## src/rtl/sdinit_pkg.sv

```systemverilog
`timescale 1ns/1ps
package sdinit_pkg;
    localparam int PWAIT_W = 3;
    localparam int GAP_W   = 4;
    localparam int COUNT_W = 4;
    localparam int REG_W   = 32;
    localparam int GLOBAL_BIT = 15;

    typedef enum logic [1:0] {
        CMD_DSL = 2'b00,
        CMD_PRA = 2'b01,
        CMD_RFA = 2'b10
    } cmd_e;

    typedef struct packed {
        logic [COUNT_W-1:0] count;
        logic [GAP_W-1:0]   gap;
        logic [PWAIT_W-1:0] pwait;
    } timing_t;
endpackage

```

## src/rtl/sdinit_regs.sv

```systemverilog
`timescale 1ns/1ps
module sdinit_regs
    import sdinit_pkg::*;
#(
    parameter int NCH = 2
) (
    input  logic             clk,
    input  logic             rst_n,
    input  logic             wr_en,
    input  logic             wr_addr,
    input  logic [REG_W-1:0] wr_data,
    input  logic             rd_addr,
    input  logic [NCH-1:0]   busy_i,
    output timing_t          cfg_o,
    output logic [NCH-1:0]   start_o,
    output logic [REG_W-1:0] rd_data
);
    typedef struct packed {
        timing_t cfg;
    } regs_t;

    regs_t r_q, r_d;
    logic  any_busy;
    logic  ctrl_wr;

    assign any_busy = |busy_i;
    assign ctrl_wr  = wr_en && wr_addr;

    always_comb begin
        r_d = r_q;
        if (wr_en && !wr_addr && !any_busy) begin
            r_d.cfg.pwait = wr_data[PWAIT_W-1:0];
            r_d.cfg.gap   = wr_data[4 +: GAP_W];
            r_d.cfg.count = wr_data[8 +: COUNT_W];
        end
    end

    always_ff @(posedge clk or negedge rst_n) begin
        if (!rst_n) r_q <= '0;
        else        r_q <= r_d;
    end

    always_comb begin
        for (int i = 0; i < NCH; i++)
            start_o[i] = ctrl_wr && (wr_data[i] || wr_data[GLOBAL_BIT]);
    end

    always_comb begin
        rd_data = '0;
        if (!rd_addr) begin
            rd_data[PWAIT_W-1:0]  = r_q.cfg.pwait;
            rd_data[4 +: GAP_W]   = r_q.cfg.gap;
            rd_data[8 +: COUNT_W] = r_q.cfg.count;
        end else begin
            rd_data[NCH-1:0] = busy_i;
        end
    end

    assign cfg_o = r_q.cfg;

    AST_CFG_FROZEN: assert property (@(posedge clk) disable iff (!rst_n)
        (wr_en && !wr_addr && any_busy) |=> $stable(cfg_o));
endmodule

```

## src/rtl/sdinit_chan.sv

```systemverilog
`timescale 1ns/1ps
module sdinit_chan
    import sdinit_pkg::*;
(
    input  logic       clk,
    input  logic       rst_n,
    input  logic       start_i,
    input  timing_t    cfg_i,
    output logic [1:0] cmd_o,
    output logic       busy_o
);
    localparam int CNT_W = (GAP_W > PWAIT_W) ? GAP_W : PWAIT_W;

    typedef enum logic [2:0] {
        ST_IDLE, ST_PRA, ST_PWAIT, ST_REF, ST_GAP
    } st_e;

    typedef struct packed {
        st_e                st;
        logic [CNT_W-1:0]   cnt;
        logic [COUNT_W-1:0] left;
    } chan_t;

    chan_t c_q, c_d;
    logic [COUNT_W-1:0] n_eff;

    assign n_eff = (cfg_i.count == '0) ? COUNT_W'(1) : cfg_i.count;

    always_comb begin
        c_d = c_q;
        unique case (c_q.st)
            ST_IDLE: begin
                if (start_i) c_d.st = ST_PRA;
            end
            ST_PRA: begin
                c_d.left = n_eff;
                if (cfg_i.pwait == '0) begin
                    c_d.st = ST_REF;
                end else begin
                    c_d.st  = ST_PWAIT;
                    c_d.cnt = CNT_W'(cfg_i.pwait);
                end
            end
            ST_PWAIT: begin
                c_d.cnt = c_q.cnt - CNT_W'(1);
                if (c_q.cnt == CNT_W'(1)) c_d.st = ST_REF;
            end
            ST_REF: begin
                c_d.left = c_q.left - COUNT_W'(1);
                if (cfg_i.gap == '0) begin
                    c_d.st = (c_q.left == COUNT_W'(1)) ? ST_IDLE : ST_REF;
                end else begin
                    c_d.st  = ST_GAP;
                    c_d.cnt = CNT_W'(cfg_i.gap);
                end
            end
            ST_GAP: begin
                c_d.cnt = c_q.cnt - CNT_W'(1);
                if (c_q.cnt == CNT_W'(1))
                    c_d.st = (c_q.left == '0) ? ST_IDLE : ST_REF;
            end
            default: c_d.st = ST_IDLE;
        endcase
    end

    always_ff @(posedge clk or negedge rst_n) begin
        if (!rst_n) c_q <= '{st: ST_IDLE, cnt: '0, left: '0};
        else        c_q <= c_d;
    end

    always_comb begin
        case (c_q.st)
            ST_PRA:  cmd_o = CMD_PRA;
            ST_REF:  cmd_o = CMD_RFA;
            default: cmd_o = CMD_DSL;
        endcase
    end
    assign busy_o = (c_q.st != ST_IDLE);

    AST_PRA_ON_START: assert property (@(posedge clk) disable iff (!rst_n)
        $rose(busy_o) |-> cmd_o == CMD_PRA);
    AST_BUSY_START_IGNORED: assert property (@(posedge clk) disable iff (!rst_n)
        (busy_o && start_i) |=> cmd_o != CMD_PRA);
    AST_NO_RESERVED_CODE: assert property (@(posedge clk) disable iff (!rst_n)
        cmd_o != 2'b11);
    AST_REFRESH_BEFORE_DONE: assert property (@(posedge clk) disable iff (!rst_n)
        $fell(busy_o) |-> $past(cmd_o) != CMD_PRA);
endmodule

```

## src/rtl/sdinit_seq.sv

```systemverilog
`timescale 1ns/1ps
module sdinit_seq
    import sdinit_pkg::*;
#(
    parameter int NCH = 2
) (
    input  logic             clk,
    input  logic             rst_n,
    input  logic             wr_en,
    input  logic             wr_addr,
    input  logic [31:0]      wr_data,
    input  logic             rd_addr,
    output logic [31:0]      rd_data,
    output logic [2*NCH-1:0] cmd_o,
    output logic [NCH-1:0]   busy_o
);
    timing_t        cfg;
    logic [NCH-1:0] start;

    sdinit_regs #(.NCH(NCH)) u_regs (
        .clk     (clk),
        .rst_n   (rst_n),
        .wr_en   (wr_en),
        .wr_addr (wr_addr),
        .wr_data (wr_data),
        .rd_addr (rd_addr),
        .busy_i  (busy_o),
        .cfg_o   (cfg),
        .start_o (start),
        .rd_data (rd_data)
    );

    for (genvar i = 0; i < NCH; i++) begin : g_chan
        sdinit_chan u_chan (
            .clk     (clk),
            .rst_n   (rst_n),
            .start_i (start[i]),
            .cfg_i   (cfg),
            .cmd_o   (cmd_o[2*i +: 2]),
            .busy_o  (busy_o[i])
        );
    end

    AST_GLOBAL_ALL: assert property (@(posedge clk) disable iff (!rst_n)
        (wr_en && wr_addr && wr_data[GLOBAL_BIT] && busy_o == '0) |=> &busy_o);
endmodule

```

## config.mk

```make
export PLATFORM = sky130hd
export DESIGN_NAME = sdinit_seq
export DESIGN_NICKNAME = d
export VERILOG_FILES = /design/src/rtl/sdinit_pkg.sv /design/src/rtl/sdinit_regs.sv /design/src/rtl/sdinit_chan.sv /design/src/rtl/sdinit_seq.sv
export SDC_FILE = /design/constraint.sdc
export NUM_CORES = 1
export LEC_CHECK = 0
export BUFFER_PORTS_ARGS = -buffer_cell sky130_fd_sc_hd__buf_2
export CAP_MARGIN = 15
export CORE_MARGIN = 5
export CORE_UTILIZATION = 53
export CTS_BUF_LIST = sky130_fd_sc_hd__clkbuf_4
export CTS_CLUSTER_DIAMETER = 120
export DETAILED_ROUTE_END_ITERATION = 12
export GPL_TIMING_DRIVEN = 0
export PLACE_DENSITY = 0.89
export SLEW_MARGIN = 20
export SYNTH_ARGS = -nofsm -noshare
export SYNTH_HDL_FRONTEND = slang
export SYNTH_SLANG_ARGS = --single-unit
```

## constraint.sdc

```tcl
create_clock -name clk -period 2.05 [get_ports clk]
set_clock_uncertainty 0.05 [all_clocks]
set_input_delay 0.1025 -clock clk [delete_from_list [all_inputs] [get_ports clk]]
set_output_delay 0.1025 -clock clk [all_outputs]
set_load 0.02 [all_outputs]
```

==> reports/results.ini <==
[sta]
fmax_mhz=523
setup_viol=0
min_period_ns=1.91
final.period_utilization_pct=93.2
tightest_slew_ns=0.750
final-max-slew-violation-count=0
setup-tns-final_ns=0
rsz0062_at_grt=no
slew_headroom_pct=50.0
finalHoldViolations=0

[logic_synthesis]
synth.top_cell.area_share_pct=35.9
synthTopCellsByArea=dfrtp_1 36%, buf_4 7.8%, mux2_2 6.4%
ys_ff_latch=33
yosysMostFrequentCell=dfrtp_1
synthesis.area_sq_um=2300
yosysTopAreaCell=dfrtp_1
synth_top_cells_by_count=33 x dfrtp_1, 24 x buf_4, 17 x inv_1
ys.flop_type=dfrtp_1
yosysWarnings=0
synth.avg_cell_area_sq_um=8.99
synth_edf_count=0
synthCells=256
postSynth.asyncResetShare_pct=100
yosysSeqAreaShare_pct=35.9
synth_cell_types=48

[clock_tree]
post-cts-setup-buffers=0
cts.clk_slew.worst_paths_ns=0.10
clock_sinks=33
cts_tree=done
cts_buffers=5
ctsHtreeMaxLevel=2
cts-root-buf=clkbuf_4
insertion_delay_ns=0.35
cts.path.max_buffers=2

[routing]
vias=2016
vias_per_cell=5.29
wl_per_cell_um=14.2
dr.pass1.iters=4
wirelength_mm=5.40
route.detailed.drc=0
drtIter0Drc=122
antenna_left=0

[setup_path]
worstSetupPathType=reg -> reg
critPathArrivalTime_ns=2.10
path_max_fanout=10
cp.required_ns=2.24
startpoint_type=flip-flop
cp-end-kind=flip-flop
reg2regPathDepth=5

[power]
p_sw_share_pct=46.6
p_sw_uw=2000
p_leak_uw=0.00136
pwr-share-seq_pct=31.6
p_int_uw=2290
p_per_area_nw_per_um2=1530
clkPwrFrac_pct=8.8
pwr-share-comb_pct=59.5
ir_worst_vdd_mv=0.810

[final_layout]
regArea_sq_um=826
final_cells=381
nNetsFinal=374
drive_gt1_share_pct=28.9
area_delta_synth_final_pct=21.6
multi_input_area_sq_um=1270
n_antenna_cell=0
nFillCells=372

[global_routing]
antenna_found_initial=0
grt_overflow=0
grt_pass1_wl_mm=8.83
grt_pass1_vias=1935
track_usage_pct=20.6
grt_max_degree=34

[status]
run_status=completed

[placed_design]
io_buffers=33
dp_cells=361
place_hpwl_mm=3.92
gp_congestion=0.866

[floorplan]
die_y_um=75.9
initial_core_util_pct=53.6
die_w_um=75.9
die-area_sq_um=5760
fp-row-count=24
core_sq_um=4290
ioPinCount=75

[min_path]
hp-class=in -> reg
min_path_cells=3

[flow_run]
cap_violations=0

cell usage in the layout, fill, tap and decap left out, drive strengths merged, types with 3 or more instances in the layout:
cell         netlist  final
dlygate4sd3        0     12
nor2              16     16
ha                 9      9
o22ai              5      5
o211ai             4      4
o21ai             14     14
a22oi              3      3
a31oi              3      3
clkbuf             2      8
buf               32     65
nand2b             9      9
xnor2              3      3
o32ai              3      3
nand3              5      5
or3b               4      4
nor4               4      4
nor3b              3      3
a221oi             3      3
nor3              12     12
dfrtp             33     33
nor2b             11     11
nand2             12     12
conb               1     21
mux2              14     14
a21oi             14     14
inv               17     17
per-stage QoR:
stage / util (%) / worst slack, ns / total power (uW) / hold WS, ns / cell area, sq um
finish: 65.2 / 0.139 / 4290 / 0.106 / 2800
global route: 65.2 / 0.0379 / 4670 / 0.112 / 2800
CTS: 64.8 / 0.0688 / 4260 / 0.104 / 2780
detailed placement: 60.7 / 0.0950 / 3850 / 0.161 / 2610
global placement: 60.7 / 0.150 / 3740 / 0.149 / 2610
floorplan: - / 0.260 / 3250 / -0.243 / 2380
area by class of cell:
class | instances | area share (%)
buffer | 34 | 8.23
clock buffer | 6 | 1.61
clock inverter | 2 | 0.358
inverter | 17 | 2.28
multi-input combinational | 192 | 45.5
sequential | 33 | 29.5
tap | 52 | 2.33
timing repair buffer | 45 | 10.2
per-layer routing:
metal	share of wire (%)	GRT usage, %	up-vias
met3	8.3	5.28	10
met5	0	0	-
met4	1.9	8.93	0
li1	-	-	998
met1	43	26.4	939
met2	47	32.7	69
final timing paths:
check                                              start                 endpoint  slack (ns)
worst max-delay path            g_chan[0].u_chan.c_q[10]          u_regs.cfg_o[6]        0.14
worst min-delay path                             wr_addr          u_regs.cfg_o[8]        0.11
worst max register to register  g_chan[0].u_chan.c_q[10]          u_regs.cfg_o[6]        0.14
min in group asynchronous                          rst_n          u_regs.cfg_o[6]        0.29
worst min register to register   g_chan[1].u_chan.c_q[1]  g_chan[1].u_chan.c_q[1]        0.48
max in group asynchronous                          rst_n          u_regs.cfg_o[4]        1.17
power groups by stage:
stage,sequential (uW),combinational (uW),clock [uW]
global placement,1340,2400,0
detailed placement,1360,2490,0
global route,1410,2840,420
floorplan,1240,2010,0
finish,1360,2550,378
CTS,1350,2520,386
flip-flops by register name (all words and copies together), names as in the netlist:
| signal | flops |
|---|---|
| u_regs.cfg_o | 11 |
| g_chan.u_chan.c_q | 22 |
cell families after synthesis:
kind of cell | after synthesis | synth area share [%]
compound gates | 57 | 16.0
xor+xnor | 5 | 1.90
fa+ha+maj | 9 | 4.89
buf+inv | 51 | 12.8
flops | 33 | 35.9
mux | 15 | 7.45
other cells | 1 | 0.163
simple gates | 85 | 20.9
repair_timing:
item                       CTS  global route
setup endpoints to repair    0             1
hold buffers                12             0
hold endpoints to repair    44             0
gates resized for setup      0             3
worst max-delay path, stage by stage (launching register included):
cell      delay [ns]
dfrtp_1         0.38
buf_2           0.17
nor3_1          0.43
nand4b_1        0.21
buf_2           0.25
mux2_2          0.30
Note: power is estimated with default switching activity, not from simulation.
